$ cat src/rtl/dep_pkg.sv
package dep_pkg;
  localparam int unsigned TB_W = 24;

  typedef struct packed {
    logic drvPol;     // pin goes to edgePol
    logic drvInv;     // pin goes to ~edgePol
    logic setFlag;    // a match event sets the flag
    logic loadDirect; // active B takes bData now
    logic loadHold;   // active B takes holding value
  } dep_strobe_t;
endpackage

$ cat src/rtl/dep_ctrl.sv
module dep_ctrl
  import dep_pkg::*;
#(
  parameter int unsigned W = TB_W
) (
  input  logic [W-1:0] timeBase,
  input  logic         tbStep,
  input  logic [W-1:0] regA,
  input  logic [W-1:0] activeB,
  input  logic         bWr,
  input  logic         xferOnA,
  input  logic         flagBoth,
  input  logic         forceA,
  input  logic         forceB,
  output dep_strobe_t  strb
);
  logic hitA, hitB, aIsZero;

  assign hitA    = tbStep && (timeBase == regA);
  assign hitB    = tbStep && (timeBase == activeB);
  assign aIsZero = (regA == '0);

  always_comb begin
    strb = '0;
    if (forceB) begin
      strb.drvInv = 1'b1;
    end else if (forceA) begin
      strb.drvPol = 1'b1;
    end else if (hitA && hitB) begin
      strb.drvPol = 1'b1;
    end else if (hitA) begin
      if (aIsZero) strb.drvInv = 1'b1;
      else         strb.drvPol = 1'b1;
    end else if (hitB) begin
      strb.drvInv = 1'b1;
    end
    strb.setFlag    = hitB || (flagBoth && hitA);
    strb.loadDirect = bWr && !xferOnA;
    strb.loadHold   = xferOnA && hitA;
  end
endmodule

$ cat src/rtl/dep_datapath.sv
module dep_datapath
  import dep_pkg::*;
#(
  parameter int unsigned W = TB_W
) (
  input  logic         clk,
  input  logic         rst_n,
  input  dep_strobe_t  strb,
  input  logic         bWr,
  input  logic [W-1:0] bData,
  input  logic         edgePol,
  input  logic         flagClr,
  output logic [W-1:0] activeB,
  output logic         pinQ,
  output logic         flagQ
);
  logic [W-1:0] holdB;

  always_ff @(posedge clk) begin
    if (!rst_n) begin
      holdB   <= '0;
      activeB <= '0;
      pinQ    <= 1'b0;
      flagQ   <= 1'b0;
    end else begin
      if (bWr) holdB <= bData;
      if (strb.loadDirect)    activeB <= bData;
      else if (strb.loadHold) activeB <= holdB;
      if (strb.drvInv)      pinQ <= ~edgePol;
      else if (strb.drvPol) pinQ <= edgePol;
      if (strb.setFlag)  flagQ <= 1'b1;
      else if (flagClr)  flagQ <= 1'b0;
    end
  end
endmodule

$ cat src/rtl/dual_edge_pwm.sv
module dual_edge_pwm
  import dep_pkg::*;
#(
  parameter int unsigned W = TB_W
) (
  input  logic         clk,
  input  logic         rst_n,
  input  logic [W-1:0] timeBase,
  input  logic         tbStep,
  input  logic [W-1:0] regA,
  input  logic         bWr,
  input  logic [W-1:0] bData,
  input  logic         xferOnA,
  input  logic         edgePol,
  input  logic         flagBoth,
  input  logic         forceA,
  input  logic         forceB,
  input  logic         flagClr,
  output logic         pwmOut,
  output logic         flag
);
  dep_strobe_t  strb;
  logic [W-1:0] activeB;

  dep_ctrl #(.W(W)) u_ctrl (
    .timeBase(timeBase), .tbStep(tbStep), .regA(regA), .activeB(activeB),
    .bWr(bWr), .xferOnA(xferOnA), .flagBoth(flagBoth),
    .forceA(forceA), .forceB(forceB), .strb(strb)
  );

  dep_datapath #(.W(W)) u_dp (
    .clk(clk), .rst_n(rst_n), .strb(strb), .bWr(bWr), .bData(bData),
    .edgePol(edgePol), .flagClr(flagClr), .activeB(activeB),
    .pinQ(pwmOut), .flagQ(flag)
  );
endmodule

$ cat config.mk
export PLATFORM = sky130hd
export DESIGN_NAME = dual_edge_pwm
export DESIGN_NICKNAME = d
export VERILOG_FILES = /design/src/rtl/dep_pkg.sv /design/src/rtl/dep_ctrl.sv /design/src/rtl/dep_datapath.sv /design/src/rtl/dual_edge_pwm.sv
export SDC_FILE = /design/constraint.sdc
export NUM_CORES = 1
export LEC_CHECK = 0
export ABC_AREA = 1
export BUFFER_PORTS_ARGS = -buffer_cell sky130_fd_sc_hd__buf_4
export CAP_MARGIN = 20
export CORE_AREA = 2 2 78 87
export CTS_CLUSTER_SIZE = 28
export DETAILED_ROUTE_END_ITERATION = 16
export DIE_AREA = 0 0 80 89
export GPL_TIMING_DRIVEN = 0
export PLACE_DENSITY = 0.75
export SYNTH_ARGS = -nofsm -noshare
export SYNTH_HDL_FRONTEND = slang
export SYNTH_SLANG_ARGS = --single-unit
$ cat constraint.sdc
create_clock -name clk -period 1.8 [get_ports clk]
set_clock_uncertainty 0.1 [all_clocks]
set_input_delay 0.36 -clock clk [delete_from_list [all_inputs] [get_ports clk]]
set_output_delay 0.36 -clock clk [all_outputs]
set_load 0.005 [all_outputs]
# ---- Yosys cells after proc, flatten, opt, wreduce, memory -nomap -nowiden
# Index checks and enable logic that the tools add are counted.
dict set report classes {
  eq_ne 2
  bitwise 1
  n_reduce_logical 12
  mux 17
}
# cell count
set op_table {}
lappend op_table {{$eq A24 B24 Y1} 2}
lappend op_table {{$mux W24} 2}
lappend op_table {{$logic_not A24 Y1} 1}
lappend op_table {{$mux W1} 15}
lappend op_table {{$logic_and A1 B1 Y1} 6}
lappend op_table {{$reduce_bool A2 Y1} 3}
lappend op_table {{$logic_not A1 Y1} 1}
lappend op_table {{$logic_or A1 B1 Y1} 1}
lappend op_table {{$not A1 Y1} 1}
dict set report totals {
  input_bits 82
  ff_bits 50
  word_cells 36
  output_inout_bits 2
}

# ---- Logic depth before layout (Yosys ltp)
# Gate-level depths: netlist of run 1.
dict set report depth {
  ltp_word 8
  depth_mapped 15
  mapped_depth_nobuf 15
}

# ---- Cells and area by module
# Synthesis of run 1 repeated with hierarchy kept, for this count alone.
dict set report unflattened {
  hier_cells 579
  hier_area_um2 3385.7
}
# module cells_each seq_area_each_um2 n_inst area_each_um2
set modules_own_cells {}
lappend modules_own_cells {dep_datapath 297 1001.0 1 2104.5}
lappend modules_own_cells {dep_ctrl 282 0.0 1 1281.2}

# ---- Worst setup path before layout of run 1
# OpenSTA, ideal clock, no wires.
dict set report synth_timing {
  path_type {in2reg}
  start {input timeBase[21]}
  end {register u_dp.activeB[13]}
  path_buffers 1
  path_stages 14
  setup_ns 0.116
  required_time_ns 1.584
  arrival_time_ns 1.457
  slack_ns 0.127
  path_cell_list {inv_1 > or2_0 > nand2_1 > nor2_1 > inv_1 > nor2_1 > nand2_1 > nor2_2 > nand2_2 > nand2_4 > inv_4 > buf_6 > o21ai_1 > a21oi_1}
}
dict set report synth_between {
  elab_chain_cells 4
}
# element line
set synth_lines {}
lappend synth_lines {{from (decl)} dual_edge_pwm.sv:8} ;# input logic [W-1:0] timeBase,
lappend synth_lines {{$eq A24 B24 Y1} dep_ctrl.sv:19} ;# assign hitA = tbStep && (timeBase == regA);
lappend synth_lines {{$logic_and A1 B1 Y1} dep_ctrl.sv:19}
lappend synth_lines {{$logic_and A1 B1 Y1} dep_ctrl.sv:39} ;# strb.loadHold = xferOnA && hitA;
lappend synth_lines {{$reduce_bool A2 Y1 (no source line)} n/a}
lappend synth_lines {{to (signal assigned)} dep_datapath.sv:27} ;# if (strb.loadDirect) activeB <= bData;
lappend synth_lines {{to (signal assigned)} dep_datapath.sv:28} ;# else if (strb.loadHold) activeB <= holdB;
lappend synth_lines {{to (decl)} dep_datapath.sv:13} ;# output logic [W-1:0] activeB,
# Every way passes these cells.
# A chain may end at the register's enable or synchronous reset.

# ---- Worst setup path in the final report of run 1
dict set report layout_timing {
  start {input regA[4]}
  end {register u_dp.activeB[19]}
}
dict set report layout_between {
  elab_chain_cells 4
}
# element line
set layout_lines {}
lappend layout_lines {{from (decl)} dual_edge_pwm.sv:10} ;# input logic [W-1:0] regA,
lappend layout_lines {{$eq A24 B24 Y1} dep_ctrl.sv:19}
lappend layout_lines {{$logic_and A1 B1 Y1} dep_ctrl.sv:19}
lappend layout_lines {{$logic_and A1 B1 Y1} dep_ctrl.sv:39}
lappend layout_lines {{$reduce_bool A2 Y1 (no source line)} n/a}
# Every way passes these cells.

==> impl_metrics.tcl, run 1 <==
set metrics [dict create \
    status "completed" \
    cp-end-kind "register" \
    grt_max_degree 15 \
    antenna_found_initial 0 \
    syn_avg_cell_area_um2 6.32 \
    synth_fp_nets 563 \
    antenna_cells 0 \
    drt_pass1_iterations 4 \
    synth_xor_area_share_pct 3.74 \
    reg2reg_slack_ns 0.17 \
    post-dp-hpwl_um 6150 \
    drc 0 \
    ys_seq_area_share_pct 32.9 \
    crit_path_max_fanout 10 \
    ys_types 28 \
    cts_tree "yes" \
    synth_flop_cell "dfxtp_1" \
    vias 3138 \
    synthMuxAreaShare_pct 7.40 \
    relSlewSlack_pct 61.6 \
    power_uw 2500 \
    grt_first_pass_wirelength_um 12500 \
    final.period_utilization_pct 97.1 \
    num_rows 30 \
    path_clk_slew_ns 0.09 \
    clk_latency_ns 0.30 \
    syn2layout_area_growth_pct 30.6 \
    cts_root_buf "clkbuf_8" \
    first_iter_violations 175 \
    worst_pin_slew_ns 0.576 \
    numPortBuffers 82 \
    setup_viol 0 \
    track_usage_pct 21.9 \
    whs_ns 0.188 \
    clockBufferDepth 2 \
    synth_fa_ha_area_share_pct 0 \
    synth_simple_gate_area_share_pct 29.2 \
    holdPathStages 3 \
    synthArstFlopShare_pct 0 \
    p_leak_uw 0.00195 \
    powerDensity_nw_per_um2 630 \
    path_buf_inv 3 \
    die_w_um 80 \
    syn_area_um2 3040 \
    hold_path.class "primary input to register" \
    cts_sinks 50 \
    slowest_delay_ns 0.19 \
    start_util_pct 49.4 \
    fin_nets 657 \
    synth_top_family_by_area "simple AND/OR/NAND/NOR gates" \
    ant_nets 0 \
    synth_compound_area_share_pct 14.8 \
    die_area_um2 7120 \
    final_common_cell "nand2_1" \
    cap_violations 0 \
    cp-start-kind "primary input" \
    drv_slew 0 \
    netlist_instances 481 \
    cp_cell_sequence "buf_4 -> xor2_1 -> nor2_1 -> nand2_1 -> nor2_1 -> nand2_2 -> nor2_4 -> nand2_2 -> nand2_4 -> inv_8 -> buf_6 -> o21ai_1 -> a21oi_1" \
    die_h_um 89 \
    synth_edf_count 0 \
    synth_warnings 0 \
    wl_um 7770 \
    cp_slowest_cell "nor2_1" \
    rsz0062_at_grt "yes" \
    fillers 582 \
    cp.arrival_ns 1.85 \
    final_layout_size_suffix_gt1_share_pct 24.8 \
    hold_violations 0 \
    grt_pass1_vias 2911 \
    wire_per_inst_um 11.8 \
    required_ns 1.90 \
    path_class "primary input to register" \
    cts-buffers-inserted 5 \
    r2r.worst_path.cells 13 \
    peakVddDrop_v 0.000447 \
    cts_htree_levels 2 \
    max_freq_ghz 0.572 \
    ioPinCount 84 \
    fin_tns_setup_ns 0 \
    r2r-end "u_dp.pinQ" \
    holdCritStartpoint "bData[16]" \
    design.core.area_um2 6160 \
    place.gp.congestion 0.887 \
    grt_overflow 0 \
    fin_crit_ns 1.75 \
    final_cell_mix "nand2_1, buf_4, nor2_1, inv_1, dfxtp_1" \
    cpLargestDelayFamily "simple AND/OR/NAND/NOR gates" \
    synth_seq_cells 50 \
    vias_per_cell 4.78 \
    regToRegStartpoint "u_dp.activeB[4]" \
    worstHoldEndpoint "u_dp.holdB[16]" \
]
[layout make-up]
class	count	area, um^2	area share, %
clock inverters	1	5.00	0.126
repair inverters	1	6.26	0.158
flip-flops and latches	50	1000	25.2
well taps	80	100	2.52
repair buffers	86	667	16.8
multi-input cells	344	1730	43.6
clock buffers	7	86.3	2.17
inverters	70	270	6.81
plain buffers	17	101	2.55
[layer usage]
| metal | up-vias | track usage (%) | wire length, um |
|---|---|---|---|
| li1 | 1688 | - | - |
| met1 | 1360 | 28.0 | 3640 |
| met2 | 79 | 38.9 | 3660 |
| met3 | 11 | 3.23 | 372 |
| met4 | 0 | 5.70 | 89 |
| met5 | - | 0 | 0 |
[kinds of logic after synthesis]
family	count (synthesis)
AND/OR/NAND/NOR	223
AO/OA/AOI/OAI	88
XOR/XNOR	13
multiplexers	20
flip-flops	50
buffers and inverters	87
[how the worst max path moves through the flow]
stage,cells after the start,from,to
floorplan,14,timeBase[21],u_dp.activeB[13]
global placement,15,timeBase[21],u_dp.activeB[13]
detailed placement,15,timeBase[21],u_dp.activeB[19]
CTS,15,timeBase[21],u_dp.activeB[19]
global route,15,regA[1],u_dp.activeB[17]
finish,13,regA[4],u_dp.activeB[19]
[Yosys cell counts (2+ instances only)]
master / instances / area share [%]
nand2_1: 108 / 13
inv_1: 68 / 8.4
nor3_1: 4 / 0.66
nand4_1: 3 / 0.62
mux2_2: 20 / 7.4
buf_6: 4 / 1.5
dfxtp_1: 50 / 33
nand3_1: 13 / 2.1
nor2_1: 88 / 11
xnor2_1: 7 / 2.0
xor2_1: 6 / 1.7
o21ai_0: 43 / 7.1
nor2_2: 2 / 0.41
a21oi_1: 26 / 4.3
o21ai_1: 16 / 2.6
clkbuf_1: 11 / 1.4
[per-stage QoR]
| stage | instances | utilization (%) | setup slack (ns) | instance area [um^2] |
|---|---|---|---|---|
| after CTS | 651 | 62.6 | 0.0307 | 3850 |
| after global routing | 656 | 64.5 | -0.0383 | 3970 |
| after floorplan | 481 | - | 0.127 | 3040 |
| final | 656 | 64.5 | 0.0517 | 3970 |
| after global placement | 643 | 61.0 | -0.280 | 3760 |
| after detailed placement | 643 | 61.0 | -0.343 | 3760 |
[report_power, final]
part,internal (uW),switching (uW),total [uW]
clock,311,363,674
combinational,301,312,613
sequential,1180,34.3,1210
[tightest hold or removal path, cell delays in order]
cell and delay (ns):
buf_4 0.08, nor2_1 0.03, nor2_1 0.08
[flip-flops by register name (all words and copies together) (netlist names)]
name          cells
u_dp.holdB       24
u_dp.flagQ        1
u_dp.pinQ         1
u_dp.activeB     24
[repair_timing]
action,in CTS,in global routing
setup endpoints to repair,5,25
pin swaps,0,9
hold buffers,0,0
gates cloned,0,2
setup buffers,0,3
gates resized for setup,1,21
Power figures use the tool's default switching activity.
==> run 2: changes to the inputs <==
- ABC_CLOCK_PERIOD_IN_PS: default -> 1800
- CORE_AREA: 2 2 78 87 -> 2 2 76 85
- CTS_CLUSTER_DIAMETER: default -> 100
- DIE_AREA: 0 0 80 89 -> 0 0 78 87
- PLACE_DENSITY: 0.75 -> 0.79
==> impl_metrics.tcl, run 2 (synthesis gave the netlist of run 1 again) <==
set metrics [dict create \
    post-dp-hpwl_um 6100 \
    fin_crit_ns 1.67 \
    syn2layout_area_growth_pct 30.6 \
    numPortBuffers 82 \
    drc 0 \
    whs_ns 0.181 \
    cts_sinks 50 \
    cts-buffers-inserted 5 \
    internal_power_uw 1800 \
    path_class "primary input to register" \
    final_layout_size_suffix_gt1_share_pct 24.0 \
    die_area_um2 6790 \
    fin_nets 659 \
    p_comb_share_pct 24.6 \
    powerDensity_nw_per_um2 631 \
    drt_pass1_iterations 4 \
    pwr-share-clk_pct 27.0 \
    vias_per_cell 4.81 \
    grt_pass1_vias 2810 \
    worst_pin_slew_ns 0.562 \
    p_switching_uw 713 \
    first_iter_violations 131 \
    grt_first_pass_wirelength_um 12500 \
    track_usage_pct 22.8 \
    vias 3168 \
    antenna_found_initial 0 \
    cts_tree "yes" \
    max_freq_ghz 0.597 \
    ctsHoldBuffers 0 \
    place_area_um2 3760 \
    wire_per_inst_um 11.9 \
    hold_violations 0 \
    stdcell_area_um2 3970 \
    setup_viol 0 \
    cp-start-kind "primary input" \
    design.core.area_um2 6010 \
    cp.arrival_ns 1.78 \
    num_rows 30 \
    seq_power_share_pct 48.4 \
    required_ns 1.90 \
    final_util_pct 66.1 \
    largestRegisters "u_dp.activeB (24), u_dp.holdB (24)" \
    final_common_cell "nand2_1" \
    cp-end-kind "register" \
    grt_overflow 0 \
    drv_slew 0 \
    grt_max_degree 15 \
    clk_latency_ns 0.31 \
    hold_path.class "primary input to register" \
    peakVddDrop_v 0.000554 \
    wl_um 7810 \
    antenna_cells 0 \
    cap_violations 0 \
    final_cell_mix "nand2_1, buf_4, nor2_1, inv_1, dfxtp_1" \
    die_w_um 78 \
    cts_root_buf "clkbuf_8" \
    cts_htree_levels 2 \
    final.period_utilization_pct 93.0 \
    p_leak_uw 0.00196 \
    path_clk_slew_ns 0.09 \
    clockBufferDepth 2 \
    crit_path_max_fanout 5 \
    relSlewSlack_pct 62.5 \
    die_h_um 87 \
    place.gp.congestion 0.870 \
    start_util_pct 50.6 \
    swShare_pct 28.4 \
    ant_nets 0 \
    ioPinCount 84 \
    status "completed" \
]
-- run 2: cell types whose count changed in the layout (fill, tap and decap cells not counted), sizes merged --
cell | previous run | this run
buf | 91 | 93
-- run 2: repair_timing --
item                                    4_1_cts  5_1_grt
buffers inserted                              0        5
endpoints found under the setup margin        0       25
resized for setup                             0       17
-- run 2: worst max-delay path: stages --
cell     delay (ns)
buf_4          0.11
inv_2          0.06
or2_0          0.13
nand2_1        0.07
nor2_2         0.09
inv_1          0.05
nor2_1         0.09
nand2_1        0.08
nor2_4         0.15
nand2_2        0.08
nand2_4        0.11
inv_8          0.05
buf_8          0.12
o21ai_1        0.15
a21oi_1        0.05
-- run 2: power by group through the flow --
stage	logic (uW)	clock network [uW]	registers, uW
2_1_floorplan	343	0	1230
3_3_place_gp	575	0	1240
3_5_place_dp	584	0	1240
4_1_cts	589	689	1210
5_1_grt	692	732	1220
6_report	617	677	1210
-- run 2: cell type report --
type                       instances  area (um^2)
sequential                        50         1000
buffer                            17          101
timing repair buffer              88          682
clock buffer                       7         86.3
multi-input combinational        344         1720
inverter                          70          273
clock inverter                     1         5.00
tap                               80          100
timing repair inverter             1         6.26
fill                             568         2030
-- run 2: worst paths after layout --
path | startpoint | end | slack, ns | cells past startpoint
worst max register to register | u_dp.activeB[12] | u_dp.pinQ | 0.17 | 13
worst min-delay path | bData[16] | u_dp.holdB[16] | 0.18 | 3
worst min register to register | u_dp.activeB[8] | u_dp.activeB[8] | 0.36 | 2
worst max-delay path | timeBase[21] | u_dp.activeB[13] | 0.13 | 15
-- run 2: routing by layer --
metal | up-vias | track usage (%) | wire, um
li1 | 1695 | - | -
met1 | 1382 | 29.6 | 3510
met2 | 81 | 38.9 | 3790
met3 | 10 | 3.32 | 374
met4 | 0 | 7.81 | 142
met5 | - | 0 | 0
-- run 2: metrics by stage --
step	power, uW	TNS [ns]	std cells	setup WS (ns)
after floorplan	1570	0	481	0.127
after global placement	1810	-6.24	643	-0.296
after detailed placement	1820	-5.84	643	-0.285
after CTS	2490	0	651	0.0445
after global routing	2650	-0.132	658	-0.0281
final	2510	0	658	0.125
==> run 3: changes to the inputs <==
- ABC_CLOCK_PERIOD_IN_PS: 1800 -> 1400
- CORE_AREA: 2 2 76 85 -> 2 2 79 89
- DIE_AREA: 0 0 78 87 -> 0 0 81 91
- PLACE_DENSITY: 0.79 -> 0.76
- SKIP_CTS_REPAIR_TIMING: default -> 1
- clock period: 1.8 -> 1.4 ns (I/O delays scaled with it)
==> impl_metrics.tcl, run 3 (synthesis gave the netlist of run 1 again) <==
set metrics [dict create \
    clockBufferDepth 2 \
    cts_sinks 50 \
    clk_latency_ns 0.30 \
    path_class "primary input to register" \
    fin_crit_ns 1.74 \
    post-dp-hpwl_um 6320 \
    syn2layout_area_growth_pct 38.4 \
    cp_cell_sequence "buf_4 -> xor2_1 -> nor2_1 -> nand2_1 -> nor2_1 -> nand2_2 -> nor2_4 -> nand2_2 -> nand2_4 -> inv_8 -> buf_8 -> o21ai_2 -> a21oi_1" \
    place.gp.congestion 0.873 \
    power_uw 3300 \
    cts_htree_levels 2 \
    rsz0062_at_grt "yes" \
    met1_usage_pct 27.9 \
    crit_path_max_fanout 6 \
    track_usage_pct 21.7 \
    final_cell_mix "nand2_1, buf_4, nor2_1, inv_1, o21ai_0" \
    die_area_um2 7370 \
    p_switching_uw 953 \
    top_usage_layer "met2" \
    numPortBuffers 82 \
    reg2reg_slack_ns -0.18 \
    antenna_found_initial 0 \
    largestRegisters "u_dp.activeB (24), u_dp.holdB (24)" \
    seqCellArea_um2 1010 \
    final_layout_size_suffix_gt1_share_pct 33.7 \
    setup_viol 26 \
    internal_power_uw 2350 \
    swShare_pct 28.8 \
    use_met2_pct 37.6 \
    violations "negative setup slack" \
    pwr-share-clk_pct 25.7 \
    drv_slew 0 \
    first_iter_violations 115 \
    wire_per_inst_um 12.6 \
    vias_per_cell 4.92 \
    final_common_cell "nand2_1" \
    seq_power_share_pct 47.6 \
    status "complete, but fails checks" \
    fillers 598 \
    cts_tree "yes" \
    fin_ws_ns -0.340 \
    p_comb_share_pct 26.8 \
    slowest_delay_ns 0.18 \
    path_clk_slew_ns 0.08 \
    cap_violations 0 \
    drc 0 \
    cp-start-kind "primary input" \
    fin_tns_setup_ns -7.35 \
    hold_path.class "primary input to register" \
    cts_root_buf "clkbuf_8" \
    final.period_utilization_pct 124 \
    cp_slowest_cell "nor2_4" \
    max_freq_ghz 0.575 \
    start_util_pct 47.2 \
    met3_usage_pct 2.58 \
    num_rows 31 \
    worst_pin_slew_ns 0.699 \
    cts-buffers-inserted 5 \
    path_buf_inv 3 \
    required_ns 1.50 \
    antenna_cells 0 \
    fin_nets 663 \
    cp-end-kind "register" \
    wl_um 8340 \
    die_w_um 81 \
    peakVddDrop_v 0.000582 \
    multi_input_area_um2 1860 \
    p_leak_uw 0.00202 \
    final_util_pct 65.4 \
    vias 3265 \
    hold_violations 0 \
    cpLargestDelayFamily "simple AND/OR/NAND/NOR gates" \
    grt_overflow 0 \
    drt_pass1_iterations 4 \
    cp.arrival_ns 1.84 \
    relSlewSlack_pct 53.4 \
    die_h_um 91 \
    powerDensity_nw_per_um2 785 \
    grt_first_pass_wirelength_um 12800 \
    ioPinCount 84 \
    grt_pass1_vias 2969 \
    design.core.area_um2 6440 \
    grt_max_degree 15 \
    ant_nets 0 \
]
run 3: changes by cell type in the layout (fill, tap and decap cells not counted), sizes merged:
cell    previous run  this run
buf               93        96
clkbuf            19        20
run 3: power by group through the flow:
stage          clock network, uW  registers (uW)  logic (uW)
2_1_floorplan                  0            1580         444
3_3_place_gp                   0            1590         746
3_5_place_dp                   0            1600         761
4_1_cts                      869            1560         767
5_1_grt                      927            1580         981
6_report                     848            1570         885
run 3: final timing paths:
path	cells past startpoint	startpoint	end
worst min register to register	2	u_dp.activeB[13]	u_dp.activeB[13]
worst min-delay path	3	bData[17]	u_dp.holdB[17]
worst max register to register	13	u_dp.activeB[4]	u_dp.pinQ
worst max-delay path	13	timeBase[20]	u_dp.activeB[19]
run 3: area by class of cell:
cell class	instances	area share, %
buffer	17	2.71
clock buffer	7	2.05
clock inverter	1	0.119
inverter	70	6.84
multi-input combinational	344	44.1
sequential	50	24.1
tap	82	2.44
timing repair buffer	92	17.5
timing repair inverter	1	0.149
run 3: through the flow:
| stage | setup WS [ns] | cells | hold WS (ns) | instance area (um^2) |
|---|---|---|---|---|
| 3_3_place_gp | -0.621 | 645 | 0.350 | 3780 |
| 5_1_grt | -0.400 | 664 | 0.112 | 4210 |
| 6_report | -0.340 | 664 | 0.109 | 4210 |
| 4_1_cts | -0.328 | 653 | 0.105 | 3870 |
| 3_5_place_dp | -0.647 | 645 | 0.352 | 3780 |
| 2_1_floorplan | -0.167 | 481 | 0.315 | 3060 |
run 3: metal layers:
metal | share of wire [%] | routed length [um] | vias to the layer above
met1 | 43 | 3610 | 1476
met4 | 1.3 | 108 | 0
met3 | 4.2 | 352 | 8
met5 | 0 | 0 | -
li1 | - | - | 1703
met2 | 51 | 4260 | 78
run 3: worst register-to-register path: cells and delay by family, from the launching register on:
family	cells	cell delay, ns
AO/OA/AOI/OAI	1	0.13
buffers and inverters	1	0.05
flip-flops	1	0.33
AND/OR/NAND/NOR	11	0.87
